===== src/rtl/wake_pkg.sv =====
package wake_pkg;

    localparam int ADDR_W      = 32;
    localparam int MAX_CORES   = 8;
    localparam int IDX_MAX_W   = 3;
    localparam logic [ADDR_W-1:0] BOOT_VECTOR = 32'hFFFF_FFF0;

    typedef enum logic {
        CORE_SLEEP = 1'b0,
        CORE_RUN   = 1'b1
    } core_state_e;

    typedef struct packed {
        logic                  valid;
        logic [IDX_MAX_W-1:0]  core;
        logic [ADDR_W-1:0]     addr;
    } wake_req_t;

    function automatic logic targets(input wake_req_t r, input int idx);
        return r.valid && (int'(r.core) == idx);
    endfunction

endpackage


===== src/rtl/wake_req_decode.sv =====
module wake_req_decode
    import wake_pkg::*;
#(
    parameter int NUM_CORES = 4
) (
    input  wake_req_t              req,
    output logic [NUM_CORES-1:0]   hit
);

    for (genvar g = 0; g < NUM_CORES; g++) begin : g_hit
        always_comb hit[g] = targets(req, g);
    end

endmodule


===== src/rtl/wake_core_slot.sv =====
module wake_core_slot
    import wake_pkg::*;
#(
    parameter bit IS_BOOT = 1'b0
) (
    input  logic              clk,
    input  logic              rst,
    input  logic              hit,
    input  logic [ADDR_W-1:0] addr,
    output logic              run,
    output logic [ADDR_W-1:0] pc,
    output logic              err
);

    core_state_e       state;
    logic [ADDR_W-1:0] pc_q;
    logic              err_q;

    always_ff @(posedge clk) begin
        if (rst) begin
            state <= IS_BOOT ? CORE_RUN : CORE_SLEEP;
            pc_q  <= IS_BOOT ? BOOT_VECTOR : '0;
            err_q <= 1'b0;
        end else if (hit) begin
            if (state == CORE_SLEEP) begin
                state <= CORE_RUN;
                pc_q  <= addr;
            end else begin
                err_q <= 1'b1;
            end
        end
    end

    assign run = (state == CORE_RUN);
    assign pc  = pc_q;
    assign err = err_q;

endmodule


===== src/rtl/core_wake_ctrl.sv =====
module core_wake_ctrl
    import wake_pkg::*;
#(
    parameter int NUM_CORES = 4,
    localparam int IDX_W    = (NUM_CORES > 1) ? $clog2(NUM_CORES) : 1
) (
    input  logic                          clk,
    input  logic                          rst,
    input  logic                          req_valid,
    output logic                          req_ready,
    input  logic [IDX_W-1:0]              req_core,
    input  logic [ADDR_W-1:0]             req_addr,
    output logic [NUM_CORES-1:0]          run_en,
    output logic [NUM_CORES*ADDR_W-1:0]   start_pc,
    output logic [NUM_CORES-1:0]          drop_err
);

    wake_req_t            req_s;
    logic [NUM_CORES-1:0] hit;

    assign req_ready = 1'b1;

    always_comb begin
        req_s                  = '0;
        req_s.valid            = req_valid & req_ready;
        req_s.core[IDX_W-1:0]  = req_core;
        req_s.addr             = req_addr;
    end

    wake_req_decode #(.NUM_CORES(NUM_CORES)) u_dec (
        .req (req_s),
        .hit (hit)
    );

    for (genvar g = 0; g < NUM_CORES; g++) begin : g_core
        wake_core_slot #(.IS_BOOT(g == 0)) u_slot (
            .clk  (clk),
            .rst  (rst),
            .hit  (hit[g]),
            .addr (req_s.addr),
            .run  (run_en[g]),
            .pc   (start_pc[g*ADDR_W +: ADDR_W]),
            .err  (drop_err[g])
        );
    end

endmodule


===== config.mk =====
export PLATFORM = sky130hd
export DESIGN_NAME = core_wake_ctrl
export DESIGN_NICKNAME = d
export VERILOG_FILES = /design/src/rtl/wake_pkg.sv /design/src/rtl/wake_req_decode.sv /design/src/rtl/wake_core_slot.sv /design/src/rtl/core_wake_ctrl.sv
export SDC_FILE = /design/constraint.sdc
export NUM_CORES = 1
export LEC_CHECK = 0
export BUFFER_PORTS_ARGS = -buffer_cell sky130_fd_sc_hd__buf_2
export CAP_MARGIN = 20
export CORE_UTILIZATION = 49
export DETAILED_ROUTE_END_ITERATION = 12
export PLACE_DENSITY = 0.8
export SYNTH_ARGS = -nofsm -noshare
export SYNTH_HDL_FRONTEND = slang
export SYNTH_SLANG_ARGS = --single-unit

===== constraint.sdc =====
create_clock -name clk -period 1.2 [get_ports clk]
set_input_delay 0.06 -clock clk [delete_from_list [all_inputs] [get_ports clk]]
set_output_delay 0.06 -clock clk [all_outputs]
set_load 0.02 [all_outputs]

==> flow_summary.toml <==
[synthesis]
synth_area_sq_um = 4519
synth_top_area_share_pct = 45.63
synth_area_leaders = "dfxtp_1, mux2i_1, nand2b_1"
ys.warnings.count = 0
netlist_instances = 421
ys_seq_area_share_pct = 45.63
avgSynthCellArea_sq_um = 10.73
synth_adder_area_share_pct = 0
synth-seq-cells = 103
synth.largest_area_cell = "dfxtp_1"
yosysUniqueCellTypes = 21
yosys.area_share.simple_pct = 20.21
synth_top_family_by_area = "multiplexers"
synthXorXnorAreaFrac_pct = 0
synthMuxAreaShare_pct = 21.26
synth_compound_area_share_pct = 0.9967

[drt]
m1WireLength_mm = 3.907
drc = 15
final_antenna_net_count = 0
routed.top_layer = "met4"
drt_pass1_iterations = 8
routed_wirelength_mm = 9.069
vias_per_cell = 4.745
wl_per_cell_um = 13.78
dr_total_vias = 3122
dr.first_iter.drc_count = 111
route.met2.wl_mm = 4.274
met3_wirelength_um = 792

[placement]
place_area_sq_um = 5071
gp_congestion = 0.7299
place_ws_ns = 0.04706
port_buffers = 139
dp_hpwl_mm = 6.315

[clocking]
worstSkewPairLatency_ns = 0.36
cts_buffers = 9
ctsRootBufferMaster = "clkbuf_8"
clock_path_buffers = 2
clock_sinks = 103
clk_transition_reported_paths_ns = 0.09
cts_tree = "yes"
h-tree-depth = 3

[timing]
hold_viol = 0
setup_viol = 0
slew_viol_final = 0
fmaxAchievable_ghz = 0.8818
finalCritPeriodShare_pct = 94.50
fin_skew_ns = 0.01164
fin_crit_ns = 1.134
rsz0062_at_grt = "true"
worst_slack_ns = 0.06595
hold_ws_ns = 0.01713

[pwr]
intPower_w = 0.005053
power.net_switching_w = 0.001771
swShare_pct = 25.95
p_leak_nw = 2.774
clkPwrFrac_pct = 34.1
power_frac_comb_pct = 13.1
vdd_ir_drop_max_v = 0.0007206
power_frac_seq_pct = 52.7
power_density_nw_per_um2 = 1275

[layout]
layout_common_cells = "buf_2, nand2b_1, dfxtp_1"
areaGrowthSynthToFinish_pct = 18.44
layout-drive-gt1-share_pct = 30.18
stdcell_area_sq_um = 5353
fin_nets = 583
fillCellCount = 741
antenna_cells = 0
final_common_cell = "buf_2"

[floorplan]
core_area_sq_um = 8806
io_pins = 174
fp.dieArea_sq_um = 9611
placementRows = 34
dieHeight_um = 98.04
die_w_um = 98.04
start_util_pct = 51.32

[setup_path]
reg2reg_slack_ns = 0.07
slowest_delay_ns = 0.36
cp_slowest_cell = "dfxtp_1"
cp_num_buf_inv = 1
crit_chain = "nand4bb_2 -> buf_4 -> mux2i_1"
path_class = "flop to flop"
crit_arrival_ns = 1.41
critPathTopFamily = "flip-flops"
end_kind = "flop"
cp_data_required_time_ns = 1.48
worst-path-max-fanout = 15
start_kind = "flop"

[global_routing]
grt_max_degree = 80
grt_usage_pct = 18.56
grt_pass1_vias = 3014
grt_pass1_wl_mm = 14.37
grt-ovfl-total = 0
antenna_found_initial = 0

[run_status]
violations = "DRC"
run_status = "finished, violations left"

[worst_hold_path]
hp-class = "input port to flop"

[flow_run]
max_cap_violations = 0
==> cells by family (layout without fill, tap and decap cells) <==
| group | count (synthesis) | count (layout) |
|---|---|---|
| other cells | 2 | 34 |
| compound gates | 7 | 7 |
| buf+inv | 73 | 170 |
| simple gates | 140 | 140 |
| flops | 103 | 103 |
| mux | 96 | 96 |
==> power groups by stage <==
stage                     clock network [W]  logic (W)  registers [W]
after CTS                           0.00239   0.000892        0.00360
final                               0.00233   0.000896        0.00360
after floorplan                           0   0.000595        0.00381
after detailed placement                  0   0.000881        0.00368
after global routing                0.00251   0.000958        0.00361
after global placement                    0   0.000862        0.00367
==> flip-flops by register name, summed over array words and instances, names as in the netlist <==
register and cells:
g_core.u_slot.pc 96, g_core.u_slot.err 4, g_core.u_slot.run 3
==> routing by layer <==
metal / vias up / track usage, %
li1: 1550 / -
met1: 1448 / 22.26
met2: 114 / 31.20
met3: 10 / 6.514
met4: 0 / 5.594
met5: - / 0
==> cell usage after synthesis <==
| master | number |
|---|---|
| and4bb_1 | 1 |
| nand4b_4 | 1 |
| buf_2 | 3 |
| nor2_1 | 2 |
| nand4bb_1 | 2 |
| clkbuf_1 | 14 |
| buf_4 | 41 |
| and4b_1 | 1 |
| dfxtp_1 | 103 |
| buf_6 | 11 |
| nand2b_1 | 130 |
| conb_1 | 2 |
| a41oi_1 | 1 |
| a31oi_1 | 1 |
| nand3b_1 | 2 |
| buf_12 | 1 |
| a21oi_1 | 3 |
| o31ai_1 | 2 |
| inv_1 | 3 |
| or3b_2 | 1 |
| mux2i_1 | 96 |
==> tightest hold or removal path: cells and delay by family <==
family | cells | cell delay (ns)
buffers and inverters | 1 | 0.07
AND/OR/NAND/NOR | 1 | 0.08
multiplexers | 1 | 0.12
==> through the flow <==
stage	setup TNS [ns]	cells	utilization, %	total power [W]
floorplan	0	453	-	0.004404
global placement	0	637	57.59	0.004534
detailed placement	0	637	57.59	0.004557
CTS	0	656	60.43	0.006877
global route	-0.004549	658	60.78	0.007082
finish	0	658	60.78	0.006824
==> layout make-up <==
type                       count  area, sq um  share of cell area, %
clock inverter                 6        86.33                  1.613
inverter                       3        11.26                 0.2104
multi-input combinational    277         2052                  38.34
timing repair buffer         152        882.1                  16.48
tap                          108        135.1                  2.525
clock buffer                   9        123.9                  2.314
sequential                   103         2062                  38.52
==> repair_timing <==
action,in CTS,in global routing
gates resized for setup,0,1
setup endpoints to repair,0,9
hold buffers,4,0
setup buffers,0,2
endpoints found under the hold margin,9,0
==> worst paths after layout <==
check | from | end | cells past startpoint
max | g_core[1].u_slot.run | g_core[1].u_slot.pc[1] | 3
min | req_addr[16] | g_core[1].u_slot.pc[16] | 3
max reg2reg | g_core[1].u_slot.run | g_core[1].u_slot.pc[1] | 3
min reg2reg | g_core[0].u_slot.err | g_core[0].u_slot.err | 2
Note: power is estimated with default switching activity, not from simulation.
